<file path="config.mk">
export PLATFORM = sky130hd
export DESIGN_NAME = irq_snap_reporter
export DESIGN_NICKNAME = d
export VERILOG_FILES = /design/src/rtl/irq_snap_pkg.sv /design/src/rtl/irq_snap_latch.sv /design/src/rtl/irq_snap_resp.sv /design/src/rtl/irq_snap_reporter.sv
export SDC_FILE = /design/constraint.sdc
export NUM_CORES = 1
export LEC_CHECK = 0
export ABC_CLOCK_PERIOD_IN_PS = 1100
export BUFFER_PORTS_ARGS = -buffer_cell sky130_fd_sc_hd__buf_2
export CORE_MARGIN = 5
export CORE_UTILIZATION = 46
export DETAILED_ROUTE_END_ITERATION = 16
export GPL_ROUTABILITY_DRIVEN = 0
export HOLD_SLACK_MARGIN = 0.1
export PLACE_DENSITY = 0.78
export REMOVE_ABC_BUFFERS = 1
export SYNTH_ARGS = -nofsm -noshare
export SYNTH_HDL_FRONTEND = slang
export SYNTH_SLANG_ARGS = --single-unit
</file>
<file path="constraint.sdc">
create_clock -name clk -period 1.1 [get_ports clk]
set_clock_uncertainty 0.1 [all_clocks]
set_input_delay 0.165 -clock clk [delete_from_list [all_inputs] [get_ports clk]]
set_output_delay 0.165 -clock clk [all_outputs]
set_load 0.02 [all_outputs]
</file>
<file path="src/rtl/irq_snap_pkg.sv">
package irq_snap_pkg;
   typedef enum logic [1:0] {
      RSP_IDLE = 2'b00,
      RSP_NAK  = 2'b01,
      RSP_DATA = 2'b10
   } rsp_code_e;
endpackage

</file>
<file path="src/rtl/irq_snap_latch.sv">
module irq_snap_latch #(
   parameter int GPIO_W = 8
) (
   input  logic              clk,
   input  logic              rst_n,
   input  logic              irq_i,
   input  logic [GPIO_W-1:0] gpio_i,
   input  logic              rd_i,
   output logic              pend_o,
   output logic [GPIO_W-1:0] snap_o
);
   logic              pend_q;
   logic [GPIO_W-1:0] snap_q;
   logic              take;

   assign take = irq_i & ~pend_q;

   always_ff @(posedge clk) begin
      if (!rst_n) begin
         pend_q <= 1'b0;
         snap_q <= '0;
      end else if (take) begin
         snap_q <= gpio_i;
         pend_q <= 1'b1;
      end else if (rd_i && pend_q) begin
         pend_q <= 1'b0;
      end
   end

   assign pend_o = pend_q;
   assign snap_o = snap_q;


   snap_frozen_chk: assert property (@(posedge clk) disable iff (!rst_n)
      pend_q |=> $stable(snap_q));

   capture_sets_flag_chk: assert property (@(posedge clk) disable iff (!rst_n)
      (!pend_q && irq_i) |=> pend_q);

   read_clears_flag_chk: assert property (@(posedge clk) disable iff (!rst_n)
      (pend_q && rd_i) |=> !pend_q);
endmodule

</file>
<file path="src/rtl/irq_snap_resp.sv">
module irq_snap_resp
   import irq_snap_pkg::*;
#(
   parameter int GPIO_W         = 8,
   parameter bit ZERO_IDLE_DATA = 1'b1
) (
   input  logic              clk,
   input  logic              rst_n,
   input  logic              poll_i,
   input  logic              pend_i,
   input  logic [GPIO_W-1:0] snap_i,
   output logic              valid_o,
   output rsp_code_e         code_o,
   output logic [GPIO_W-1:0] data_o
);
   rsp_code_e         code_d;
   logic              give;
   logic [GPIO_W-1:0] data_q;

   assign give = poll_i & pend_i;

   always_comb begin
      if (!poll_i)     code_d = RSP_IDLE;
      else if (pend_i) code_d = RSP_DATA;
      else             code_d = RSP_NAK;
   end

   always_ff @(posedge clk) begin
      if (!rst_n) begin
         valid_o <= 1'b0;
         code_o  <= RSP_IDLE;
      end else begin
         valid_o <= poll_i;
         code_o  <= code_d;
      end
   end

   generate
      if (ZERO_IDLE_DATA) begin : g_zero_fill
         always_ff @(posedge clk) begin
            if (!rst_n)    data_q <= '0;
            else if (give) data_q <= snap_i;
            else           data_q <= '0;
         end
      end else begin : g_hold_last
         always_ff @(posedge clk) begin
            if (!rst_n)    data_q <= '0;
            else if (give) data_q <= snap_i;
         end
      end
   endgenerate

   assign data_o = data_q;


   poll_gives_valid_chk: assert property (@(posedge clk) disable iff (!rst_n)
      poll_i |=> valid_o);

   idle_without_poll_chk: assert property (@(posedge clk) disable iff (!rst_n)
      !poll_i |=> (code_o == RSP_IDLE && !valid_o));

   code_onehot_chk: assert property (@(posedge clk) disable iff (!rst_n)
      $onehot0(code_o));
endmodule

</file>
<file path="src/rtl/irq_snap_reporter.sv">
module irq_snap_reporter
   import irq_snap_pkg::*;
#(
   parameter int GPIO_W         = 8,
   parameter bit ZERO_IDLE_DATA = 1'b1
) (
   input  logic              clk,
   input  logic              rst_n,
   input  logic              irq_req_i,
   input  logic [GPIO_W-1:0] gpio_i,
   input  logic              poll_i,
   output logic              rsp_valid_o,
   output logic [1:0]        rsp_code_o,
   output logic [GPIO_W-1:0] rsp_data_o
);
   generate
      if (GPIO_W < 1 || GPIO_W > 1024) begin : g_bad_width
         $error("irq_snap_reporter: GPIO_W out of range");
      end
   endgenerate

   logic              pend;
   logic [GPIO_W-1:0] snap;
   rsp_code_e         code;

   irq_snap_latch #(.GPIO_W(GPIO_W)) u_latch (
      .clk    (clk),
      .rst_n  (rst_n),
      .irq_i  (irq_req_i),
      .gpio_i (gpio_i),
      .rd_i   (poll_i),
      .pend_o (pend),
      .snap_o (snap)
   );

   irq_snap_resp #(.GPIO_W(GPIO_W), .ZERO_IDLE_DATA(ZERO_IDLE_DATA)) u_resp (
      .clk     (clk),
      .rst_n   (rst_n),
      .poll_i  (poll_i),
      .pend_i  (pend),
      .snap_i  (snap),
      .valid_o (rsp_valid_o),
      .code_o  (code),
      .data_o  (rsp_data_o)
   );

   assign rsp_code_o = code;


   data_answer_chk: assert property (@(posedge clk) disable iff (!rst_n)
      (poll_i && pend) |=> (rsp_code_o == 2'b10 && rsp_data_o == $past(snap)));

   nak_answer_chk: assert property (@(posedge clk) disable iff (!rst_n)
      (poll_i && !pend) |=> rsp_code_o == 2'b01);
endmodule

</file>
== Word level (Yosys, flattened, before mapping) ==
Cells that the tools add are included.

* Memory bits (read-only): 0
* Bits in latches: 0
* Word-level logic and storage cells: 15
* Bits in registers: 20
* Memories kept: 0
* Bits in writable memories: 0

* Reductions and logical operators: 4
* Bitwise logic cells: 3
* Equality and inequality tests: 0
* Divide/modulo/power cells: 0
* Muxes and demuxes: 3
* Order comparisons: 0
* $add $sub $neg: 0
* Shifts and indexed selects: 0
* Multiply operators: 0

{| class="wikitable"
|+ Operators by type and width
! kind !! number
|-
| 2-bit AND reduction || 2
|-
| 1-bit AND || 2
|-
| 1-bit two-way mux || 2
|-
| 2-bit two-way mux || 1
|-
| 2-bit nonzero test || 1
|-
| 1-bit logical AND || 1
|-
| 1-bit NOT || 1
|}

== Depth between registers and ports, before layout ==
* Word-level depth: 3
* Mapped depth: 4
* Gate-level depth less buffers: 2

== By module ==
A second synthesis with hierarchy kept.

* Cells, all modules: 63
* Area total of the unflattened synthesis: 708.2 um2

{| class="wikitable"
|+ By module, submodules not included
! module !! cells an instance !! instances !! area an instance (um2) !! sequential area each (um2)
|-
| irq_snap_latch || 39 || 1 || 379.1 || 180.2
|-
| irq_snap_resp || 24 || 1 || 329.1 || 220.2
|}

== Worst setup path before layout ==
Ideal clock, no wire load.

* Kind: register to register
* Start: reg u_latch.pend_q (netlist: u_latch.pend_o)
* End: reg u_latch.pend_q (netlist: u_latch.pend_o)
* Arrival time: 0.722 ns
* Clock period less this slack: 0.936 ns
* Cell stages (with the launch flop): 4
* Setup time: 0.115 ns
* Path slack: 0.164 ns
* Data required time: 0.885 ns
* Path through: dfxtp_1 nor2b_1 buf_4 o21a_1

* Longest elaborated chain between the ends: 3
* Elaborated cells between the ends (all ways): 5
* Classes of those cells: mux (1); bitwise (2); reduce/logical (2)

{| class="wikitable"
|+ Ends and longest elaborated chain
! item !! RTL line !! RTL
|-
| from (decl) || irq_snap_latch.sv:12 || <nowiki>logic pend_q;</nowiki>
|-
| from (signal assigned) || irq_snap_latch.sv:20 || <nowiki>pend_q <= 1'b0;</nowiki>
|-
| from (signal assigned) || irq_snap_latch.sv:24 || <nowiki>pend_q <= 1'b1;</nowiki>
|-
| from (signal assigned) || irq_snap_latch.sv:26 || <nowiki>pend_q <= 1'b0;</nowiki>
|-
| 1-bit NOT || irq_snap_latch.sv:16 || <nowiki>assign take = irq_i & ~pend_q;</nowiki>
|-
| 1-bit AND || irq_snap_latch.sv:16 ||
|-
| 1-bit two-way mux / 2-bit nonzero test (equally long branches) || -- ||
|}

Several ways; a longest one is shown, not always the timed one.
A chain may end at the register's enable or synchronous reset.

== Worst setup path in the final report ==
* Start: in poll_i
* End: reg u_resp.data_q[0] (netlist: u_resp.data_o[0])

* Longest elaborated chain between the ends: 2

{| class="wikitable"
|+ Ends and longest elaborated chain
! item !! RTL line !! RTL
|-
| from (decl) || irq_snap_reporter.sv:11 || <nowiki>input logic poll_i,</nowiki>
|-
| 1-bit AND || irq_snap_resp.sv:20 || <nowiki>assign give = poll_i & pend_i;</nowiki>
|-
| 2-bit AND reduction (no line) || -- ||
|-
| to (signal assigned) || irq_snap_resp.sv:42 || <nowiki>else if (give) data_q <= snap_i;</nowiki>
|-
| to (decl) || irq_snap_resp.sv:18 || <nowiki>logic [GPIO_W-1:0] data_q;</nowiki>
|}

Every way passes these cells.

==> reports/metrics.cfg <==
[outcome]
run_status = finished, final reports clean

[synth]
syn_inst = 62
synthTopCellsByCount = dfxtp_1 (20), nand2_1 (16), and2_1 (9), mux2i_1 (8), nor2b_1 (3)
synth_top_cell_by_area = dfxtp_1
synth_edf_count = 0
netlist_area_sq_um = 672
synth.most_common_cell = dfxtp_1
ys_types = 9
synth-seq-cells = 20
ys_warn_count = 0
synth.top_cell.area_share_pct = 59.6
synthTopCellsByArea = dfxtp_1 (60%), mux2i_1 (12%), nand2_1 (8.9%)
ys_async_sr_fraction_pct = 0
yosysSeqAreaShare_pct = 59.6
synthFlopType = dfxtp_1
avgSynthCellArea_sq_um = 10.8

[worst_setup_path]
ff2ff_path_depth = 3
cp-end-kind = flop
cp.arrival_ns = 1.17
required_ns = 1.18
crit_family = buffers and inverters
crit_chain = dlygate4sd3_1 -> buf_2 -> and3_4 -> and2_1
reg2reg_from = u_latch.pend_o
critPathSlowestCell = dlygate4sd3_1
r2r_end = u_latch.snap_o[4]
slowest_delay_ns = 0.53
crit_type = primary input to flop
r2r_setup_slack_ns = 0.07
start_kind = primary input
path_buf_inv = 2
critPathMaxFanout = 9

[global_route]
grt_pass1_vias = 477
grt_pass1_wl_microns = 1820
antenna_found_initial = 0
grt_usage_pct = 11.5
grt_overflow_total = 0
grt_max_degree = 16

[floorplanning]
core-area_sq_um = 1330
die_h_microns = 48.2
design.die.area_sq_um = 2330
initial_utilization_pct = 50.4
io_pins = 23
num_rows = 13
dieWidth_microns = 48.2

[sta]
fmax_ghz = 0.918
worst_slack_ns = 0.0105
drv_slew = 0
fin_tns_setup_ns = 0
slew_headroom_pct = 89.4
hold_ws_ns = 0.152
finalCritPeriodShare_pct = 99.0
tightest_slew_ns = 0.156
hold_viol = 0
setup_violations = 0
finalCriticalPeriod_ns = 1.09

[min_path]
hold_path_class = primary input to flop
worstHoldStart = rst_n
holdPathStages = 2
worst_hold_path.endpoint = u_resp.code_o[1]

[clock_tree]
cts_max_level = 1
cts.clk_slew.worst_paths_ns = 0.10
root_buffer = clkbuf_4
clk_latency_ns = 0.28
cts_sinks = 20
cts_tree = yes
clockBufferDepth = 2
cts_made_buffers = 3

[detailed_routing]
drtAntennaViolNets = 0
wl_microns = 1170
wl_per_cell_microns = 10.5
drc = 0
via_per_inst = 4.35
drt_iter0_drc = 3
via_count = 483
first_pass_iters = 2

[cells_and_area]
diodes = 0
fin_util_pct = 69.0
drive_above_1_share_pct = 33.3
area.sequential_sq_um = 400
syn_to_final_growth_pct = 37.1
fillerInstances = 102
multi_input_area_sq_um = 243
finalNetCount = 110

[placed_design]
pre_cts_slack_ns = 0.0532
portBuffers = 22

[power]
pwr-share-clk_pct = 25.5
p_sw_share_pct = 21.1
power_density_nw_per_um2 = 1330
sequentialPowerShare_pct = 62.8
switching_power_mw = 0.258
ir_drop_mv = 0.965
p_leak_nw = 0.445
comb_power_share_pct = 11.7
power_mw = 1.22
internal-power_mw = 0.964

[run]
maxCapViolCount = 0

state kept, by name (all words and copies together), names as in the netlist:
register and count:
u_resp.code_o 2, u_resp.valid_o 1, u_resp.data_o 8, u_latch.pend_o 1, u_latch.snap_o 8
worst max-delay path by stage:
stage | end | cells past startpoint | startpoint
2_1_floorplan | u_latch.snap_o[0] | 2 | u_latch.pend_o
3_3_place_gp | u_latch.snap_o[5] | 3 | u_latch.pend_o
3_5_place_dp | u_latch.snap_o[4] | 3 | u_latch.pend_o
4_1_cts | u_resp.data_o[0] | 4 | poll_i
5_1_grt | u_resp.data_o[2] | 4 | poll_i
6_report | u_resp.data_o[0] | 4 | poll_i
final cells by class:
class / instances / area share, %
Timing Repair Buffer: 35 / 25.7
Tap cell: 15 / 2.04
Multi-Input combinational cell: 38 / 26.4
Clock buffer: 3 / 2.45
Sequential cell: 20 / 43.5
power by group through the flow:
stage	clock network [mW]	registers, mW	logic (mW)
after global routing	0.356	0.769	0.159
after floorplan	0	0.790	0.0484
after detailed placement	0	0.782	0.111
after CTS	0.329	0.766	0.139
after global placement	0	0.781	0.109
final	0.312	0.767	0.143
repair_timing:
| action | 4_1_cts | 5_1_grt |
|---|---|---|
| endpoints found under the setup margin | 0 | 3 |
| hold buffers | 10 | 0 |
| resized for setup | 0 | 4 |
| setup buffers | 0 | 0 |
| endpoints found under the hold margin | 10 | 0 |
routing by layer:
layer	vias up	global-route usage [%]	share of wire, %
li1	263	-	-
met1	207	11.9	39
met2	11	20.6	54
met3	2	2.21	5.7
met4	0	8.06	1.0
met5	-	0	0
kinds of logic after synthesis:
kind of cell / after synthesis / share of synthesized area (%)
compound gates: 1 / 1.12
mux: 8 / 11.9
buf+inv: 4 / 5.59
flops: 20 / 59.6
simple gates: 29 / 21.8
metrics by stage:
stage          cell area [sq um]  cells
4_1_cts                      908    111
5_1_grt                      921    111
2_1_floorplan                634     58
3_5_place_dp                 786     98
3_3_place_gp                 786     98
6_report                     921    111
cell usage in the layout (no fill, tap or decap), drive strengths merged:
cell type     n
buf          25
dfxtp        20
nand2        16
dlygate4sd3  10
and2          9
mux2i         8
clkbuf        3
nor2b         3
and3          1
o21a          1
Power figures use the tool's default switching activity.
